## config.mk

```make
export PLATFORM = sky130hd
export DESIGN_NAME = core_timer_wdog
export DESIGN_NICKNAME = d
export VERILOG_FILES = /design/src/rtl/ctw_pkg.sv /design/src/rtl/ctw_rst_sync.sv /design/src/rtl/ctw_div_stage.sv /design/src/rtl/ctw_cop_reg.sv /design/src/rtl/core_timer_wdog.sv
export SDC_FILE = /design/constraint.sdc
export NUM_CORES = 1
export LEC_CHECK = 0
export BUFFER_PORTS_ARGS = -buffer_cell sky130_fd_sc_hd__clkbuf_2
export CORE_MARGIN = 2
export CORE_UTILIZATION = 30
export DETAILED_ROUTE_END_ITERATION = 8
export PLACE_DENSITY = 0.66
export SYNTH_ARGS = -nofsm -noshare
export SYNTH_HDL_FRONTEND = slang
export SYNTH_SLANG_ARGS = --single-unit
```

## constraint.sdc

```tcl
create_clock -name clk -period 0.8 [get_ports clk]
set_input_delay 0.24 -clock clk [delete_from_list [all_inputs] [get_ports clk]]
set_output_delay 0.24 -clock clk [all_outputs]
set_load 0.005 [all_outputs]
```

## src/rtl/ctw_pkg.sv

```systemverilog
package ctw_pkg;
  localparam int PRE_W  = 2;
  localparam int TCNT_W = 8;
  localparam int WDOG_W = 4;
  localparam int ADDR_W = 16;
  localparam int DATA_W = 8;
  localparam logic [15:0] COP_ADDR = 16'h1FF0;
  localparam int BIT_SEC = 7;
  localparam int BIT_OPT = 6;
  localparam int BIT_CLR = 0;

  typedef struct packed {
    logic sec;
    logic opt;
    logic written;
  } cop_opt_t;
endpackage

```

## src/rtl/ctw_rst_sync.sv

```systemverilog
module ctw_rst_sync (
  input  logic clk,
  input  logic rst_n_in,
  output logic rst_n_out
);
  logic [1:0] sync_q;

  always_ff @(posedge clk or negedge rst_n_in) begin
    if (!rst_n_in) sync_q <= 2'b00;
    else           sync_q <= {sync_q[0], 1'b1};
  end

  assign rst_n_out = sync_q[1];
endmodule

```

## src/rtl/ctw_div_stage.sv

```systemverilog
module ctw_div_stage #(
  parameter int W = 4
) (
  input  logic         clk,
  input  logic         rst_n,
  input  logic         inc,
  input  logic         clr,
  output logic [W-1:0] q,
  output logic         wrap
);
  localparam logic [W-1:0] ALL_ONES = {W{1'b1}};
  localparam logic [W-1:0] ONE      = {{(W-1){1'b0}}, 1'b1};

  logic [W-1:0] q_r;
  logic [W-1:0] q_nx;
  logic         q_en;

  assign q_en = inc | clr;

  always_comb begin
    q_nx = q_r;
    if (clr)      q_nx = '0;
    else if (inc) q_nx = q_r + ONE;
  end

  always_ff @(posedge clk or negedge rst_n) begin
    if (!rst_n)    q_r <= '0;
    else if (q_en) q_r <= q_nx;
  end

  assign q    = q_r;
  assign wrap = inc & ~clr & (q_r == ALL_ONES);

  AST_STAGE_CLR:  assert property (@(posedge clk) disable iff (!rst_n) clr |=> (q_r == '0));
  AST_STAGE_HOLD: assert property (@(posedge clk) disable iff (!rst_n) (!inc && !clr) |=> $stable(q_r));
endmodule

```

## src/rtl/ctw_cop_reg.sv

```systemverilog
module ctw_cop_reg
  import ctw_pkg::*;
#(
  parameter int              A_W      = 16,
  parameter int              D_W      = 8,
  parameter logic [A_W-1:0]  REG_ADDR = 16'h1FF0
) (
  input  logic           clk,
  input  logic           rst_n,
  input  logic           wr,
  input  logic [A_W-1:0] addr,
  input  logic [D_W-1:0] wdata,
  output logic           wdog_clr,
  output logic           sec_lock,
  output logic           opt_en,
  output logic [D_W-1:0] rdata
);
  logic     hit;
  logic     st_en;
  cop_opt_t st_r;
  cop_opt_t st_nx;
  logic     unused_wdata_bits;

  assign hit               = wr & (addr == REG_ADDR);
  assign st_en             = hit & ~st_r.written;
  assign unused_wdata_bits = ^wdata[BIT_OPT-1:BIT_CLR+1];

  always_comb begin
    st_nx         = st_r;
    st_nx.sec     = wdata[BIT_SEC];
    st_nx.opt     = wdata[BIT_OPT];
    st_nx.written = 1'b1;
  end

  always_ff @(posedge clk or negedge rst_n) begin
    if (!rst_n)     st_r <= '0;
    else if (st_en) st_r <= st_nx;
  end

  assign wdog_clr = hit & ~wdata[BIT_CLR];
  assign sec_lock = st_r.sec;
  assign opt_en   = st_r.opt;

  always_comb begin
    rdata          = '0;
    rdata[BIT_OPT] = st_r.opt;
  end

  AST_OPT_HELD: assert property (@(posedge clk) disable iff (!rst_n) st_r.written |=> $stable(st_r));
  AST_SEC_HIDE: assert property (@(posedge clk) disable iff (!rst_n) 1'b1 |-> (rdata[BIT_SEC] == 1'b0));
endmodule

```

## src/rtl/core_timer_wdog.sv

```systemverilog
module core_timer_wdog
  import ctw_pkg::*;
#(
  parameter int                 PRE_BITS  = ctw_pkg::PRE_W,
  parameter int                 TCNT_BITS = ctw_pkg::TCNT_W,
  parameter int                 WDOG_BITS = ctw_pkg::WDOG_W,
  parameter int                 ABITS     = ctw_pkg::ADDR_W,
  parameter logic [ABITS-1:0]   REG_ADDR  = ctw_pkg::COP_ADDR
) (
  input  logic                 clk,
  input  logic                 rst_n,
  input  logic                 wdog_en_opt,
  input  logic                 cop_wr,
  input  logic [ABITS-1:0]     cop_addr,
  input  logic [7:0]           cop_wdata,
  input  logic                 flag_ack,
  output logic [TCNT_BITS-1:0] tcnt,
  output logic                 ovf_flag,
  output logic                 wdog_rst,
  output logic [7:0]           cop_rdata,
  output logic                 sec_lock,
  output logic                 opt_en
);
  logic                 rst_q_n;
  logic [PRE_BITS-1:0]  pre_q;
  logic                 pre_wrap;
  logic                 ovf_tick;
  logic [WDOG_BITS-1:0] wdog_q;
  logic                 wdog_wrap;
  logic                 wdog_inc;
  logic                 wdog_clr_sw;
  logic                 wdog_clr;
  logic                 flag_r, flag_nx;
  logic                 wrst_r, wrst_nx;
  logic                 unused_pre_bits;
  logic                 unused_wdog_bits;

  ctw_rst_sync u_rst_sync (
    .clk       (clk),
    .rst_n_in  (rst_n),
    .rst_n_out (rst_q_n)
  );

  ctw_div_stage #(.W(PRE_BITS)) u_prescale (
    .clk   (clk),
    .rst_n (rst_q_n),
    .inc   (1'b1),
    .clr   (1'b0),
    .q     (pre_q),
    .wrap  (pre_wrap)
  );

  ctw_div_stage #(.W(TCNT_BITS)) u_tcnt (
    .clk   (clk),
    .rst_n (rst_q_n),
    .inc   (pre_wrap),
    .clr   (1'b0),
    .q     (tcnt),
    .wrap  (ovf_tick)
  );

  assign wdog_inc = ovf_tick & wdog_en_opt;
  assign wdog_clr = wdog_clr_sw | ~wdog_en_opt;

  ctw_div_stage #(.W(WDOG_BITS)) u_wdog (
    .clk   (clk),
    .rst_n (rst_q_n),
    .inc   (wdog_inc),
    .clr   (wdog_clr),
    .q     (wdog_q),
    .wrap  (wdog_wrap)
  );

  ctw_cop_reg #(.A_W(ABITS), .D_W(8), .REG_ADDR(REG_ADDR)) u_cop (
    .clk      (clk),
    .rst_n    (rst_q_n),
    .wr       (cop_wr),
    .addr     (cop_addr),
    .wdata    (cop_wdata),
    .wdog_clr (wdog_clr_sw),
    .sec_lock (sec_lock),
    .opt_en   (opt_en),
    .rdata    (cop_rdata)
  );

  assign unused_pre_bits  = ^pre_q;
  assign unused_wdog_bits = ^wdog_q;

  always_comb begin
    flag_nx = flag_r;
    if (ovf_tick)      flag_nx = 1'b1;
    else if (flag_ack) flag_nx = 1'b0;
    wrst_nx = wdog_wrap;
  end

  always_ff @(posedge clk or negedge rst_q_n) begin
    if (!rst_q_n) begin
      flag_r <= 1'b0;
      wrst_r <= 1'b0;
    end else begin
      flag_r <= flag_nx;
      wrst_r <= wrst_nx;
    end
  end

  assign ovf_flag = flag_r;
  assign wdog_rst = wrst_r;

  AST_FLAG_SET:   assert property (@(posedge clk) disable iff (!rst_q_n) ovf_tick |=> ovf_flag);
  AST_FLAG_HOLD:  assert property (@(posedge clk) disable iff (!rst_q_n) (ovf_flag && !flag_ack) |=> ovf_flag);
  AST_FLAG_CLR:   assert property (@(posedge clk) disable iff (!rst_q_n) (flag_ack && !ovf_tick) |=> !ovf_flag);
  AST_WRST_PULSE: assert property (@(posedge clk) disable iff (!rst_q_n) wdog_rst |=> !wdog_rst);
  AST_WRST_OFF:   assert property (@(posedge clk) disable iff (!rst_q_n) !wdog_en_opt |=> !wdog_rst);
  AST_TCNT_STEP:  assert property (@(posedge clk) disable iff (!rst_q_n) pre_wrap |=> (tcnt == $past(tcnt) + 1'b1));
endmodule

```

# ---- Yosys cells after proc, flatten, opt, wreduce, memory -nomap -nowiden
# Index checks and enable logic that the tools add are counted.
dict set report classes {
  addsub 3
  eq_ne 4
  mux 4
  bitwise 13
  n_reduce_logical 3
}
# op count
set op_table {}
lappend op_table {{$eq A16 B13 Y1 const B} 1}
lappend op_table {{$add A8 B1 Y8 const B} 1}
lappend op_table {{$eq A8 B8 Y1 const B} 1}
lappend op_table {{$mux W4} 2}
lappend op_table {{$and A1 B1 Y1} 7}
lappend op_table {{$add A4 B1 Y4 const B} 1}
lappend op_table {{$eq A4 B4 Y1 const B} 1}
lappend op_table {{$not A1 Y1} 4}
lappend op_table {{$reduce_bool A2 Y1} 2}
lappend op_table {{$add A2 B1 Y2 const B} 1}
lappend op_table {{$eq A2 B2 Y1 const B} 1}
lappend op_table {{$mux W1} 2}
lappend op_table {{$or A1 B1 Y1} 2}
lappend op_table {{$reduce_and A2 Y1} 1}
dict set report totals {
  reg_bits 21
  input_bits 29
  output_inout_bits 20
}

# ---- Logic depth before layout (Yosys ltp)
# Gate-level depths: netlist (run 1).
dict set report depth {
  depth_word 7
  depth_mapped 6
  depth_no_buf 5
}

# ---- Hierarchy
# A second synthesis (run 1) with hierarchy kept.
dict set report hier_totals {
  cells_unflattened 101
  area_unflattened_um2 1101.1
}
# mod instances cells_per_inst area_per_inst_um2 seq_area_each_um2
set modules_own_cells {}
lappend modules_own_cells {{ctw_div_stage (u_tcnt)} 1 39 404.1 200.2}
lappend modules_own_cells {ctw_cop_reg 1 24 236.5 75.1}
lappend modules_own_cells {{ctw_div_stage (u_wdog)} 1 18 229.0 100.1}
lappend modules_own_cells {{ctw_div_stage (u_prescale)} 1 9 96.3 50.0}
lappend modules_own_cells {core_timer_wdog 1 8 81.3 50.0}
lappend modules_own_cells {ctw_rst_sync 1 3 53.8 50.0}

# ---- Worst setup path after synthesis (run 1)
# OpenSTA, ideal clock, no wires.
dict set report synth_timing {
  path_type {in2reg}
  startpoint {input port cop_addr[1]}
  endpoint {register u_cop.st_r, in the netlist u_cop.opt_en}
  setup_ns 0.127
  t_arrival_ns 1.461
  path_slack_ns -0.788
  cell_stages 4
  n_path_buf 0
  cell_sequence {or4_4 > nor4_4 > nand2_2 > mux2_1}
}
dict set report synth_via {
  elab_chain_cells 3
}
# element line
set synth_lines {}
lappend synth_lines {{start, declared} core_timer_wdog.sv:14} ;# input logic [ABITS-1:0] cop_addr,
lappend synth_lines {{$eq A16 B13 Y1} ctw_cop_reg.sv:24} ;# assign hit = wr & (addr == REG_ADDR);
lappend synth_lines {{$and A1 B1 Y1} ctw_cop_reg.sv:24}
lappend synth_lines {{$and A1 B1 Y1} ctw_cop_reg.sv:25} ;# assign st_en = hit & ~st_r.written;
lappend synth_lines {{end signal, assigned} ctw_cop_reg.sv:37} ;# else if (st_en) st_r <= st_nx;
lappend synth_lines {{end, declared} ctw_cop_reg.sv:20} ;# cop_opt_t st_r;
# Every way passes these cells.
# A chain may end at the register's enable or synchronous reset.

# ---- Worst setup path in the final report (run 1)
dict set report layout_timing {
  startpoint {register u_tcnt.q_r[1] (netlist: u_tcnt.q[1])}
  endpoint {register u_wdog.q_r[2] (netlist: u_wdog.q[2])}
}
dict set report layout_via {
  elab_chain_cells 5
  word_cells_on_any_way 6
  classes_between {eq/ne (1); bitwise (3); reduce/logical (2)}
}
# element line
set layout_lines {}
lappend layout_lines {{start, declared} ctw_div_stage.sv:14} ;# logic [W-1:0] q_r;
lappend layout_lines {{start signal, assigned} ctw_div_stage.sv:28} ;# else if (q_en) q_r <= q_nx;
lappend layout_lines {{$eq A8 B8 Y1 (*)} ctw_div_stage.sv:32} ;# assign wrap = inc & ~clr & (q_r == ALL_ONES);
lappend layout_lines {{$and A1 B1 Y1 (*)} ctw_div_stage.sv:32}
lappend layout_lines {{$and A1 B1 Y1 (*)} core_timer_wdog.sv:62} ;# assign wdog_inc = ovf_tick & wdog_en_opt;
lappend layout_lines {{$reduce_bool A2 Y1 (no line) / $or A1 B1 Y1 (equally long branches)} --}
lappend layout_lines {{$reduce_and A2 Y1 (no line) (*)} --}
lappend layout_lines {{end signal, assigned} ctw_div_stage.sv:28}
lappend layout_lines {{end, declared} ctw_div_stage.sv:14}
# Every way passes the cells marked *; elsewhere a longest branch is shown, timed or not.

==> reports/metrics.yaml, run 1 <==
period_minus_slack_ns: 1.33
final_cell_mix: "36 x clkbuf_2, 21 x dfrtp_1, 19 x buf_4, 10 x buf_6, 8 x conb_1"
hold_viol: 0
rsz0062_at_grt: "yes"
wl_per_cell_um: 10.1
gp_congestion: 0.742
critPathCaptureType: "register"
std_cell_rows: 20
setup_slack_ns: -0.530
synthToLayoutAreaGrowth_pct: 58.6
vias: 805
vias_per_cell: 4.15
die_height_um: 60.9
grt_max_degree: 14
cpPeakStageDelay_ns: 0.42
worstHoldPathType: "in2reg"
fin_nets: 183
antenna_left: 0
fin_util_pct: 50.4
synth-seq-cells: 21
grt_remaining_overflow: 0
r2r_slack_ns: -0.53
worst-setup-path-type: "reg2reg"
drive_gt1_share_pct: 57.3
diodes: 0
p_per_area_mw_per_mm2: 1110
grt_pass1_vias: 818
max_cap_violations: 0
finalSetupViolCount: 30
fin_crit_sh_pct: 166
yosys_warnings: 0
cp_num_buf_inv: 0
crit_required_ns: 1.00
clkLatencyLatePin_ns: 0.30
track_usage_pct: 11.6
syn_area_um2: 970
syn_inst: 83
cp_max_fo: 4
ios: 49
coreArea_mm2: 0.00305
synth-seq-area-share_pct: 54.2
clkSlewWorstSetupHoldPaths_ns: 0.12
first_pass_iters: 4
ir_worst_vdd_v: 0.000963
status: "finished with violations"
grt_pass1_wl_mm: 3.23
start_util_pct: 31.8
dieWidth_um: 60.9
crit_chain: "ha_4 -> and4_4 -> nand4_1 -> xor2_1 -> nor2_1"
die_area_mm2: 0.00370
cts_buffer_depth: 2
cts_made_buffers: 3
critPathLaunchType: "register"
dpl.hpwl_mm: 1.55
cellLeakagePower_uw: 0.000824
violations: "negative setup slack"
place.port_buffers: 36
fmax_mhz: 752
cp.arrival_ns: 1.53
h-tree-depth: 1
drt_iter0_markers: 10
ys_types: 26
dpl_cell_area_mm2: 0.00135
slowest_stage: "dfrtp_1"
clock-root-buffer: "clkbuf_4"
antenna_found_initial: 0
critPathTopFamily: "simple AND/OR/NAND/NOR gates"
layout_commonest_cell: "clkbuf_2"
clock_skew_ns: 0.00526
post_synth.cell_area_avg_um2: 11.7
design_area_mm2: 0.00154
cts.sinks: 21
cts_tree: "built"
drc_errors: 0
slew_violations: 0
routed_wl_mm: 1.97
==> cells by family (layout without fill, tap and decap cells) <==
kind of cell               after synthesis  count (layout)  synth area share, %
and+or+nand+nor                         28              28                 17.4
AOI/OAI and AO/OA                        3               3                 2.45
other                                    2               8                0.774
DFF                                     21              21                 54.2
adders and majority gates                3               3                 3.87
muxes                                    4               4                 4.52
xor gates and xnor gates                10              10                 9.03
buffers and inverters                   12              73                 7.74
==> metal layers <==
metal | up-vias | GRT usage (%) | share of wire (%)
li1 | 396 | - | -
met1 | 389 | 13.1 | 41
met2 | 20 | 21.4 | 54
met3 | 0 | 4.05 | 5.0
met4 | 0 | 1.86 | 0
met5 | - | 0 | 0
==> state kept, by name, summed over array words and instances, names as in the netlist <==
name	cells
ovf_flag	1
u_cop.opt_en	1
u_cop.sec_lock	1
u_cop.st_r	1
u_prescale.q	2
u_rst_sync.sync_q	2
u_tcnt.q	8
u_wdog.q	4
wdog_rst	1
==> repair_timing <==
| action | 4_1_cts | 5_1_grt |
|---|---|---|
| hold buffers | 1 | 0 |
| pin swaps | 8 | 14 |
| endpoints found under the hold margin | 2 | 0 |
| buffers inserted | 5 | 6 |
| setup endpoints to repair | 30 | 30 |
| gates resized for setup | 12 | 8 |
==> path summary, 6_finish.rpt <==
| path | end | cells after the start | startpoint |
|---|---|---|---|
| min reg2reg | u_prescale.q[1]$_DFF_PN0_ | 1 | u_rst_sync.sync_q[1]$_DFF_PN0_ |
| max | u_wdog.q[2]$_DFFE_PN0P_ | 5 | u_tcnt.q[1]$_DFFE_PN0N_ |
| min | ovf_flag$_DFFE_PN0P_ | 2 | flag_ack |
| max in group asynchronous | ovf_flag$_DFFE_PN0P_ | 1 | u_rst_sync.sync_q[1]$_DFF_PN0_ |
| max reg2reg | u_wdog.q[2]$_DFFE_PN0P_ | 5 | u_tcnt.q[1]$_DFFE_PN0N_ |
| min in group asynchronous | u_prescale.q[1]$_DFF_PN0_ | 1 | u_rst_sync.sync_q[1]$_DFF_PN0_ |
==> worst reg2reg max path, delay by kind of cell, from the launching register on <==
family                   cells  cell delay, ns
XOR/XNOR                     1            0.19
flip-flops                   1            0.42
AND/OR/NAND/NOR              3            0.48
adder cells (fa/ha/maj)      1            0.15
==> Yosys cell counts <==
library cell / count / area share [%]
mux2i_1: 1 / 1.0
nand4_1: 4 / 2.6
nor4_4: 1 / 2.2
dfrtp_1: 21 / 54
clkbuf_1: 1 / 0.39
xor2_1: 5 / 4.5
and3_1: 1 / 0.65
conb_1: 2 / 0.77
nor2_1: 6 / 2.3
nand3_1: 2 / 1.0
nand4b_1: 1 / 0.90
mux2_2: 1 / 1.2
buf_4: 8 / 6.2
xnor2_1: 5 / 4.5
nand2_2: 1 / 0.65
mux2_1: 2 / 2.3
ha_1: 3 / 3.9
nand2_1: 5 / 1.9
nor3_1: 3 / 1.5
a21bo_2: 1 / 1.0
nand2b_1: 1 / 0.65
and4_1: 2 / 1.8
inv_1: 3 / 1.2
or4_4: 1 / 1.2
o21ai_0: 1 / 0.52
a21o_2: 1 / 0.90
==> where the power goes <==
part           switching, uW  total (uW)  internal (uW)
clock network            320         511            190
registers               1.87        1070           1070
logic                   58.8         127           67.7
==> through the flow <==
step / TNS (ns) / instances / total power [uW] / hold slack, ns / setup slack [ns]
3_5_place_dp: -9.44 / 179 / 1210 / 0.0282 / -0.786
4_1_cts: -11.13 / 189 / 1730 / 0.102 / -0.514
2_1_floorplan: -6.53 / 89 / 1150 / -0.0556 / -0.670
6_report: -10.99 / 194 / 1710 / 0.112 / -0.530
3_3_place_gp: -9.12 / 179 / 1200 / 0.0266 / -0.765
5_1_grt: -12.83 / 194 / 1800 / 0.106 / -0.606
==> final cells by class <==
class | count | area [um2]
Inverter | 3 | 11.3
Tap cell | 44 | 55.1
Fill cell | 288 | 1520
Sequential cell | 21 | 526
Timing Repair Buffer | 66 | 445
Clock inverter | 1 | 7.51
Clock buffer | 3 | 22.5
Multi-Input combinational cell | 56 | 470
(Power assumes the default switching activity.)
==> run 2: changes to the inputs <==
--- a/config.mk
+++ b/config.mk
@@ -10,6 +10,7 @@
 export CORE_UTILIZATION = 30
 export DETAILED_ROUTE_END_ITERATION = 8
 export PLACE_DENSITY = 0.66
+export RECOVER_POWER = 100
 export SYNTH_ARGS = -nofsm -noshare
 export SYNTH_HDL_FRONTEND = slang
 export SYNTH_SLANG_ARGS = --single-unit
==> reports/metrics.yaml, run 2 (same netlist as run 1, synthesis figures left out) <==
status: "finished with violations"
violations: "negative setup slack"
combinationalPowerShare_pct: 7.2  # -0.2 points
critPathLaunchType: "register"
antenna_found_initial: 0  # unchanged
setup_slack_ns: -0.530  # -0.0000120 ns
dpl.hpwl_mm: 1.55  # unchanged
cts_buffer_depth: 2  # unchanged
finalPower_uw: 1700  # -0.27%
p_sw_share_pct: 22.4  # +0.054 points
drt_iter0_markers: 10  # unchanged
fin_nets: 183  # unchanged
crit_required_ns: 1.00  # about the same
dieWidth_um: 60.9  # unchanged
routed_wl_mm: 1.97  # about the same
ios: 49  # unchanged
clkLatencyLatePin_ns: 0.30  # about the same
p_per_area_mw_per_mm2: 1110  # +0.22%
critPathCaptureType: "register"
internal_power_uw: 1320  # -0.34%
die_area_mm2: 0.00370  # unchanged
cp_max_fo: 4  # unchanged
worstHoldPathType: "in2reg"
grt_max_degree: 14  # unchanged
drc_errors: 0  # unchanged
grt_pass1_vias: 818  # unchanged
gp_congestion: 0.742  # unchanged
cts_tree: "built"
ir_worst_vdd_v: 0.000963  # about the same
start_util_pct: 31.8  # unchanged
largest_register_ffs: 8  # unchanged
die_height_um: 60.9  # unchanged
setup-tns-final_ns: -11.00  # -0.00220 ns
clkSlewWorstSetupHoldPaths_ns: 0.12  # about the same
cts_made_buffers: 3  # unchanged
design_area_mm2: 0.00153  # -0.49%
synthToLayoutAreaGrowth_pct: 57.8
fin_crit_sh_pct: 166  # about the same
period_minus_slack_ns: 1.33  # +0.0000120 ns
drive_gt1_share_pct: 56.0  # -1.3 points
worst-setup-path-type: "reg2reg"
final_cell_mix: "36 x clkbuf_2, 21 x dfrtp_1, 17 x buf_4, 10 x buf_6, 8 x conb_1"
rsz0062_at_grt: "yes"
fill_cells: 290  # +0.69%
fmax_mhz: 752  # about the same
hold_viol: 0  # unchanged
coreArea_mm2: 0.00305  # unchanged
dpl_cell_area_mm2: 0.00135  # unchanged
diodes: 0  # unchanged
clock_skew_ns: 0.00532  # +0.0000564 ns
max_cap_violations: 0  # unchanged
track_usage_pct: 11.6  # unchanged
p_switching_uw: 381  # about the same
slew_violations: 0  # unchanged
grt_remaining_overflow: 0  # unchanged
vias_per_cell: 4.15  # unchanged
clock-root-buffer: "clkbuf_4"
cp.arrival_ns: 1.53  # about the same
vias: 805  # unchanged
finalSetupViolCount: 30  # unchanged
dp_slack_ns: -0.786  # unchanged
wl_per_cell_um: 10.1  # about the same
first_pass_iters: 4  # unchanged
cts.sinks: 21  # unchanged
place.port_buffers: 36  # unchanged
fin_util_pct: 50.1  # -0.25 points
antenna_left: 0  # unchanged
cellLeakagePower_uw: 0.000817  # -0.88%
h-tree-depth: 1  # unchanged
grt_pass1_wl_mm: 3.23  # unchanged
std_cell_rows: 20  # unchanged
layout_commonest_cell: "clkbuf_2"
clkPwrFrac_pct: 30.0  # about the same
seqPwrFrac_pct: 62.8  # +0.2 points
## run 2: cell count changes in the layout (fill, tap and decap cells not counted), sizes merged
cell and change:
buf -2, clkbuf +2
## run 2: path summary, 6_finish.rpt
| path | startpoint | end | slack, ns | depth (start not counted) |
|---|---|---|---|---|
| max in group asynchronous | u_rst_sync.sync_q[1]$_DFF_PN0_ | ovf_flag$_DFFE_PN0P_ | 0.31 | 1 |
| worst min-delay path | flag_ack | ovf_flag$_DFFE_PN0P_ | 0.11 | 2 |
| worst max-delay path | u_tcnt.q[1]$_DFFE_PN0N_ | u_wdog.q[2]$_DFFE_PN0P_ | -0.53 | 5 |
| min in group asynchronous | u_rst_sync.sync_q[1]$_DFF_PN0_ | u_prescale.q[1]$_DFF_PN0_ | 0.22 | 1 |
| worst min register to register | u_rst_sync.sync_q[1]$_DFF_PN0_ | u_prescale.q[1]$_DFF_PN0_ | 0.22 | 1 |
| worst max register to register | u_tcnt.q[1]$_DFFE_PN0N_ | u_wdog.q[2]$_DFFE_PN0P_ | -0.53 | 5 |
## run 2: through the flow
stage | hold slack [ns] | std cells
floorplan | -0.0556 | 89
detailed placement | 0.0282 | 179
global placement | 0.0266 | 179
CTS | 0.102 | 189
global route | 0.106 | 194
finish | 0.112 | 194
## run 2: critical path: stages (launching register included)
cell	delay (ns)
dfrtp_1	0.42
ha_4	0.15
and4_4	0.27
nand4_1	0.15
xor2_1	0.19
nor2_1	0.06
## run 2: layout make-up
| type | count | area [um2] | area share [%] |
|---|---|---|---|
| tap | 44 | 55.1 | 3.60 |
| multi-input combinational | 56 | 470 | 30.7 |
| sequential | 21 | 526 | 34.3 |
| clock inverter | 1 | 7.51 | 0.491 |
| timing repair buffer | 66 | 438 | 28.6 |
| inverter | 3 | 11.3 | 0.736 |
| clock buffer | 3 | 22.5 | 1.47 |
## run 2: repair_timing
action | in CTS | in global routing
pin swaps | 8 | 14
resized for setup | 12 | 8
buffers inserted | 5 | 6
endpoints found under the setup margin | 30 | 30
hold buffers | 1 | 0
endpoints found under the hold margin | 2 | 0
## run 2: power groups by stage
stage	Combinational, uW	Clock, uW	Sequential (uW)
after global placement	116	0	1090
after CTS	127	531	1070
final	122	511	1070
after floorplan	53.2	0	1100
after detailed placement	120	0	1090
after global routing	140	588	1070
## run 2: metal layers
layer / up-vias / routed length [um] / GRT usage (%)
met5: - / 0 / 0
met4: 0 / 0 / 1.86
met3: 0 / 99 / 4.05
met2: 20 / 1070 / 21.4
met1: 389 / 798 / 13.1
li1: 396 / - / -
==> run 3: changes to the inputs <==
--- a/config.mk
+++ b/config.mk
@@ -11,6 +11,7 @@
 export DETAILED_ROUTE_END_ITERATION = 8
 export PLACE_DENSITY = 0.66
 export RECOVER_POWER = 100
+export REMOVE_ABC_BUFFERS = 1
 export SYNTH_ARGS = -nofsm -noshare
 export SYNTH_HDL_FRONTEND = slang
 export SYNTH_SLANG_ARGS = --single-unit
==> reports/metrics.yaml, run 3 (same netlist as run 1, synthesis figures left out) <==
layout_commonest_cell: "clkbuf_2"
antenna_left: 0  # unchanged
h-tree-depth: 1  # unchanged
grt_pass1_vias: 819  # +0.12%
finalPower_uw: 1700  # -0.14%
wl_per_cell_um: 10.6  # +4.1%
worstHoldPathType: "in2reg"
fmax_mhz: 768  # +2.2%
antenna_found_initial: 0  # unchanged
ios: 49  # unchanged
critPathCaptureType: "register"
finalSetupViolCount: 30  # unchanged
track_usage_pct: 11.5  # -0.054 points
clkLatencyLatePin_ns: 0.30  # about the same
fin_util_pct: 49.4  # -0.70 points
coreArea_mm2: 0.00305  # unchanged
critPathLaunchType: "register"
slew_violations: 0  # unchanged
cp_max_fo: 4  # unchanged
synthToLayoutAreaGrowth_pct: 55.6
p_per_area_mw_per_mm2: 1130  # +1.3%
violations: "negative setup slack"
crit_required_ns: 1.04  # +0.04 ns
diodes: 0  # unchanged
clock_skew_ns: 0.00950  # +0.00418 ns
min_path_cells: 2  # unchanged
place_inst: 179  # unchanged
clock-root-buffer: "clkbuf_4"
dpl.hpwl_mm: 1.48  # -4.2%
cts.sinks: 21  # unchanged
ir_worst_vdd_v: 0.000345  # -64%
std_cell_rows: 20  # unchanged
fin_crit_sh_pct: 163  # -3.5 points
die_area_mm2: 0.00370  # unchanged
drive_gt1_share_pct: 54.6  # -1.4 points
hold_viol: 0  # unchanged
r2r_cells: 5  # unchanged
largest_register_ffs: 8  # unchanged
place.port_buffers: 36  # unchanged
final_cell_mix: "35 x clkbuf_2, 22 x buf_4, 21 x dfrtp_1, 9 x buf_6, 8 x conb_1"
grt_max_degree: 20  # +6
cts_made_buffers: 3  # unchanged
cp.arrival_ns: 1.55  # +0.02 ns
grt_remaining_overflow: 0  # unchanged
die_height_um: 60.9  # unchanged
drt_iter0_markers: 13  # +3
clkSlewWorstSetupHoldPaths_ns: 0.12  # about the same
period_minus_slack_ns: 1.30  # -0.0283 ns
dieWidth_um: 60.9  # unchanged
routed_wl_mm: 2.07  # +5.1%
cts_buffer_depth: 2  # unchanged
cts_tree: "built"
fill_cells: 303  # +4.5%
grt_pass1_wl_mm: 3.18  # -1.5%
start_util_pct: 31.8  # unchanged
worst-setup-path-type: "reg2reg"
vias: 807  # +0.25%
drc_errors: 0  # unchanged
design_area_mm2: 0.00151  # -1.4%
dpl_cell_area_mm2: 0.00131  # -3.1%
gp_congestion: 0.792  # +6.8%
status: "finished with violations"
cellLeakagePower_uw: 0.000827  # +1.2%
first_pass_iters: 4  # unchanged
vias_per_cell: 4.12  # -0.77%
max_cap_violations: 0  # unchanged
instances_no_fill: 196  # +1.0%
fin_nets: 185  # +1.1%
rsz0062_at_grt: "yes"
setup_slack_ns: -0.501  # +0.0283 ns
-- run 3: layer usage --
metal	global-route usage [%]	wire length (um)	vias to the layer above
met5	0	0	-
met4	3.73	15	0
met3	1.92	73	2
met2	22.9	1170	20
met1	12.1	807	384
li1	-	-	401
-- run 3: power by group --
part / internal [uW] / total [uW] / switching [uW]
sequential: 1070 / 1070 / 1.06
clock: 194 / 508 / 314
combinational: 62.3 / 123 / 60.6
-- run 3: metrics by stage --
stage | TNS (ns) | setup slack, ns | hold WS (ns)
final | -10.78 | -0.501 | 0.120
after global routing | -12.32 | -0.572 | 0.130
after CTS | -10.92 | -0.473 | 0.118
after detailed placement | -10.62 | -0.888 | 0.0293
after global placement | -10.29 | -0.874 | 0.0274
after floorplan | -7.68 | -0.788 | -0.0556
-- run 3: final timing paths --
kind	end	from	slack [ns]
min	ovf_flag$_DFFE_PN0P_	flag_ack	0.12
max in group asynchronous	u_tcnt.q[3]$_DFFE_PN0N_	u_rst_sync.sync_q[1]$_DFF_PN0_	0.19
min in group asynchronous	u_rst_sync.sync_q[0]$_DFF_PN0_	rst_n	0.24
min reg2reg	wdog_rst$_DFF_PN0_	u_rst_sync.sync_q[1]$_DFF_PN0_	0.27
max reg2reg	u_wdog.q[2]$_DFFE_PN0P_	u_prescale.q[0]$_DFF_PN0_	-0.50
max	u_wdog.q[2]$_DFFE_PN0P_	u_prescale.q[0]$_DFF_PN0_	-0.50
-- run 3: layout make-up --
| cell class | count | area (um2) | area share (%) |
|---|---|---|---|
| Sequential cell | 21 | 526 | 34.8 |
| Timing Repair Buffer | 68 | 455 | 30.2 |
| Multi-Input combinational cell | 56 | 435 | 28.9 |
| Tap cell | 44 | 55.1 | 3.65 |
| Clock buffer | 4 | 26.3 | 1.74 |
| Inverter | 3 | 11.3 | 0.746 |
-- run 3: worst max-delay path, cell delays in order, from the launching register on --
cell	delay [ns]
dfrtp_1	0.40
ha_4	0.15
and4_4	0.26
nand4_1	0.15
xor2_1	0.20
nor2_1	0.09
-- run 3: timing repair --
item / CTS / global route
pin swaps: 11 / 5
endpoints found under the setup margin: 30 / 30
gates resized for setup: 15 / 5
hold endpoints to repair: 2 / 0
buffers inserted: 8 / 5
hold buffers: 1 / 0
